### src/rtl/smp_clp_pkg.sv
package smp_clp_pkg;
    localparam int NCH    = 4;
    localparam int CH_REF = 0;
    localparam int CH_DAT = 1;
    localparam int CH_DMY = 2;
    localparam int CH_BLK = 3;
    localparam int CFGW   = NCH + 1;

    typedef struct packed {
        logic           stby;
        logic [NCH-1:0] pol;
    } cfg_t;

    localparam cfg_t CFG_RST = '{stby: 1'b0, pol: '0};
endpackage

### src/rtl/smp_clp_cfg.sv
module smp_clp_cfg
    import smp_clp_pkg::*;
(
    input  logic            clk,
    input  logic            rst_n,
    input  logic            wr_i,
    input  logic [CFGW-1:0] wdata_i,
    output cfg_t            cfg_o
);
    cfg_t cfg_d, cfg_q;

    always_comb begin
        cfg_d = cfg_q;
        if (wr_i) begin
            cfg_d = cfg_t'(wdata_i);
        end
    end

    always_ff @(posedge clk or negedge rst_n) begin
        if (!rst_n) begin
            cfg_q <= CFG_RST;
        end else begin
            cfg_q <= cfg_d;
        end
    end

    assign cfg_o = cfg_q;
endmodule

### src/rtl/smp_clp_norm.sv
module smp_clp_norm #(
    parameter int N = 4
) (
    input  logic [N-1:0] raw_i,
    input  logic [N-1:0] pol_i,
    input  logic         mask_i,
    output logic [N-1:0] act_o
);
    for (genvar g = 0; g < N; g++) begin : g_ch
        always_comb begin
            act_o[g] = !mask_i && (raw_i[g] ~^ pol_i[g]);
        end
    end
endmodule

### src/rtl/smp_clp_cond.sv
module smp_clp_cond
    import smp_clp_pkg::*;
(
    input  logic            clk,
    input  logic            rst_n,
    input  logic            cfg_wr_i,
    input  logic [CFGW-1:0] cfg_data_i,
    input  logic            ref_smp_i,
    input  logic            dat_smp_i,
    input  logic            dmy_clp_i,
    input  logic            blk_clp_i,
    input  logic            preblank_i,
    input  logic            cnv_clk_i,
    output logic            cnv_clk_o,
    output logic            ref_smp_o,
    output logic            dat_smp_o,
    output logic            in_clp_o,
    output logic            blk_loop_o,
    output logic            ovl_o
);
    cfg_t           cfg_q;
    logic [NCH-1:0] raw;
    logic [NCH-1:0] act;

    smp_clp_cfg i_cfg (
        .clk     (clk),
        .rst_n   (rst_n),
        .wr_i    (cfg_wr_i),
        .wdata_i (cfg_data_i),
        .cfg_o   (cfg_q)
    );

    always_comb begin
        raw         = '0;
        raw[CH_REF] = ref_smp_i;
        raw[CH_DAT] = dat_smp_i;
        raw[CH_DMY] = dmy_clp_i;
        raw[CH_BLK] = blk_clp_i;
    end

    smp_clp_norm #(.N(NCH)) i_norm (
        .raw_i  (raw),
        .pol_i  (cfg_q.pol),
        .mask_i (cfg_q.stby),
        .act_o  (act)
    );

    always_comb begin
        cnv_clk_o  = cfg_q.stby ? 1'b1 : cnv_clk_i;
        ref_smp_o  = act[CH_REF];
        dat_smp_o  = act[CH_DAT];
        in_clp_o   = act[CH_DMY] && act[CH_REF];
        blk_loop_o = act[CH_BLK] && !preblank_i;
        ovl_o      = act[CH_BLK] && preblank_i;
    end
endmodule

### config.mk
export PLATFORM = sky130hd
export DESIGN_NAME = smp_clp_cond
export DESIGN_NICKNAME = d
export VERILOG_FILES = /design/src/rtl/smp_clp_pkg.sv /design/src/rtl/smp_clp_cfg.sv /design/src/rtl/smp_clp_norm.sv /design/src/rtl/smp_clp_cond.sv
export SDC_FILE = /design/constraint.sdc
export NUM_CORES = 1
export LEC_CHECK = 0
export CAP_MARGIN = 20
export CORE_AREA = 2 2 39 41
export CTS_BUF_LIST = sky130_fd_sc_hd__clkbuf_8
export CTS_CLUSTER_SIZE = 40
export DETAILED_ROUTE_END_ITERATION = 12
export DIE_AREA = 0 0 41 43
export PLACE_DENSITY_LB_ADDON = 0.08
export RECOVER_POWER = 25
export SYNTH_ARGS = -nofsm -noshare
export SYNTH_HDL_FRONTEND = slang
export SYNTH_HIERARCHICAL = 1
export SYNTH_SLANG_ARGS = --single-unit
### constraint.sdc
create_clock -name clk -period 0.9 [get_ports clk]
set_clock_uncertainty 0.05 [all_clocks]
set_input_delay 0.09 -clock clk [delete_from_list [all_inputs] [get_ports clk]]
set_output_delay 0.09 -clock clk [all_outputs]
set_load 0.01 [all_outputs]
* After elaboration in Yosys (flattened, before gate mapping) *
Cells that the tools add are included.

operators by class
  multiplexer cells = 1
  bitwise operators = 4
  reduce and logical (&&, ||, !) cells = 9

operator list
  kind                count
  logical AND 1 bit   7
  bitwise XNOR 1 bit  4
  logical NOT 1 bit   2
  two-way mux 1 bit   1

storage, ports and cells
  register bits = 5
  bits of input ports = 14
  output and inout bits = 6

* Depth between registers and ports, before layout *
  depth in word-level cells = 3
  mapped depth = 3
  mapped depth without buffers = 3

* By module *
The synthesis kept the hierarchy.

by module, submodules not included
  module        instances  cells each  area an instance (um^2)
  smp_clp_cfg   1          10          181.4
  smp_clp_norm  1          8           50.0
  smp_clp_cond  1          4           28.8

* Least setup slack after synthesis *
OpenSTA, ideal clock, no wires.

  path kind = register to output
  start point = reg, netlist name i_cfg/cfg_o[0]
  end point = out in_clp_o
  data arrival time = 0.906 ns
  data required time = 0.760 ns
  slack = -0.146 ns
  cell stages (with the launch flop) = 4
  buffers on the path = 0
  path through = dfrtp_1 -> xor2_1 -> nor2_1 -> and2_1

between the ends
  word-level cells in the longest chain between the ends = 3

ends and longest elaborated chain
  item                 RTL line            text
  bitwise XNOR 1 bit   smp_clp_norm.sv:11  act_o[g] = !mask_i && (raw_i[g] ~^ pol_i[g]);
  logical AND 1 bit    smp_clp_norm.sv:11
  named net ref_smp_o  smp_clp_cond.sv:15  output logic ref_smp_o,
  logical AND 1 bit    smp_clp_cond.sv:52  in_clp_o = act[CH_DMY] && act[CH_REF];
  end, declared        smp_clp_cond.sv:17  output logic in_clp_o,

The timed path passes the listed nets, and every way through them passes these cells.

* Final worst setup path *
  start point = reg, netlist name i_cfg/cfg_o[3]
  end point = out blk_loop_o

between the ends
  word-level cells in the longest chain between the ends = 3

ends and longest elaborated chain
  item                RTL line            text
  bitwise XNOR 1 bit  smp_clp_norm.sv:11
  logical AND 1 bit   smp_clp_norm.sv:11
  named net act[3]    smp_clp_cond.sv:23  logic [NCH-1:0] act;
  logical AND 1 bit   smp_clp_cond.sv:53  blk_loop_o = act[CH_BLK] && !preblank_i;
  end, declared       smp_clp_cond.sv:18  output logic blk_loop_o,

The timed path passes the listed nets, and every way through them passes these cells.

==> reports/results.tsv <==
metric	value	unit
CP Launch Type	register	
die footprint	1760	um2
total CTS buffers	3	
number of synthesized register bits	5	
Worst R2R End	i_cfg/cfg_o[4]$_DFFE_PN0P_	
# rows	14	
Congestion Overflow GR	0	
met3 Usage GRT	6.28	%
Vias/cell	3.85	
endpoints failing hold	0	
Post-Synthesis Cells	22	
relative slew slack	84.4	%
Warnings, synthesis	6	
MaxCap Viol Count	0	
LEAKAGE	0.235	nW
I/O pin total	20	
Placement Setup Slack	-712	ps
I/O Buffers	19	
max FFs per register	5	
Least-Margin Pin Slew	233	ps
setup TNS	-1700	ps
ys flop type	dfrtp_1	
Final min period	1240	ps
flop-to-flop setup slack	-70	ps
Area growth, synth to finish	101	%
asr flop ratio synth	100	%
commonest cells in the netlist	5 x dfrtp_1, 5 x mux2_2, 4 x nor2_1, 4 x xor2_1	
post-layout util	37.9	%
GPL Wtd Cong	0.616	
layout cells sized above 1	45.7	%
CP endpoint kind	output pin	
total track usage	7.67	%
failing checks	setup timing	
first-pass GRT wire length	848	um
Initial Util	18.8	%
TritonCTS clock tree	done	
largest net degree at the start of global routing	6	
# DRC	0	
Final Cell Area	524	um2
WP depth	4	
vias in the first global route	200	
DR WL/cell	8.85	um
PD cells	1640	nW/um2
via count	239	
CP arrival	1100	ps
Buf+Inv Stages, Crit Path	1	
initial antenna violation count	0	
CTS Root Cell	clkbuf_8	
clk_lat worst skew	220	ps
Finish-stage setup viols	7	
GR Layer Usage met2	11.9	%
Die W	41	um
CP Class	reg2out	
Yosys cell types	8	
Slowest-stage cell, CP	dfrtp_1	
clk slew on worst S/H paths	30	ps
CP Cell Sequence	xor2_1 > nor2_1 > and2b_2 > buf_6	
ANT cells	0	
Synth area leaders	dfrtp_1 48%, mux2_2 22%, xor2_1 13%	
largest area contributor in the netlist	dfrtp_1	
Fmax	808	MHz
Final #Nets	61	
met1 Resource Use GR	7.52	%
register area share after synthesis	48.1	%
post-synthesis cell area	260	um2
status	finished, violations left	
Syn Area/Cell	11.8	um2
top cell type's share of synthesized area	48.1	%
GR peak layer	met2	
initial drt markers	2	
Req. time, crit path	760	ps
DRT Pass-1 Iters	2	
Setup crit end	blk_loop_o	
Hold WC Path Type	in2async	
Max FO, Critical Path	2	
final setup margin	-338	ps
R2R depth	2	
antenna viol nets, final	0	
WL final	549	um
post-synthesis net count	36	
maximum vdd ir drop	0.000855	V
clock buffer depth	2	
RSZ-0062 raised after global routing	true	
Pins Over Slew Limit	0	
CP max stage delay	370	ps
period utilization	138	%
placed cell area	475	um2
clk sinks	5	
number of synthesized flops with an enable pin	0	
family with the most delay on the worst path	flip-flops	
core area	1380	um2
H-Tree Depth	1	
CP startpoint	i_cfg/cfg_o[3]$_DFFE_PN0P_	
r2r startpoint	i_cfg/cfg_o[4]$_DFFE_PN0P_	
dpl hpwl	447	um
Min Hold Slack	117	ps
Die Ht	43	um
through the flow:
step / instances / power [mW]
global placement: 57 / 0.466
floorplan: 22 / 0.347
global route: 62 / 0.914
detailed placement: 57 / 0.469
finish: 62 / 0.858
CTS: 62 / 0.875
worst min-delay path by stage:
stage	start	to	slack, ps
after floorplan	rst_n	i_cfg/cfg_o[0]$_DFFE_PN0P_	-260
after global placement	rst_n	i_cfg/cfg_o[2]$_DFFE_PN0P_	280
after detailed placement	rst_n	i_cfg/cfg_o[1]$_DFFE_PN0P_	280
after CTS	rst_n	i_cfg/cfg_o[1]$_DFFE_PN0P_	50
after global routing	rst_n	i_cfg/cfg_o[1]$_DFFE_PN0P_	130
final	rst_n	i_cfg/cfg_o[1]$_DFFE_PN0P_	120
layout by cell type (no fill, tap or decap), types with 2 or more instances in the layout:
master and instances:
and2_4 2, buf_2 3, buf_6 4, clkbuf_8 3, clkdlybuf4s50_1 11, dfrtp_1 4
mux2_2 5, nor2_1 2, nor2_2 2, xor2_1 4
final cells by class:
| class | count | area, um2 |
|---|---|---|
| sequential | 5 | 126 |
| multi-input combinational | 17 | 144 |
| fill | 147 | 860 |
| tap | 16 | 20.0 |
| clock inverter | 1 | 3.75 |
| clock buffer | 3 | 41.3 |
| timing repair buffer | 20 | 189 |
power by group:
part	internal (mW)	switching, mW
Sequential	0.250	0.0179
Combinational	0.131	0.0656
Clock	0.292	0.102
kinds of logic (layout without fill, tap and decap cells):
family	after synthesis	count (layout)	share of synthesized area [%]
and+or+nand+nor	8	8	16.8
muxes	5	5	21.6
DFF	5	5	48.1
xor gates and xnor gates	4	4	13.5
buffers and inverters	0	24	0
routing by layer:
layer	part of all wire, %	vias up
li1	-	119
met1	36	105
met2	51	15
met3	13	0
met4	0	0
met5	0	-
repair_timing:
item | CTS | global route
gates resized for setup | 31 | 1
endpoints found under the setup margin | 11 | 7
cloned | 0 | 0
setup buffers | 1 | 0
pin swaps | 6 | 3
hold buffers | 0 | 0
(Power assumes the default switching activity.)
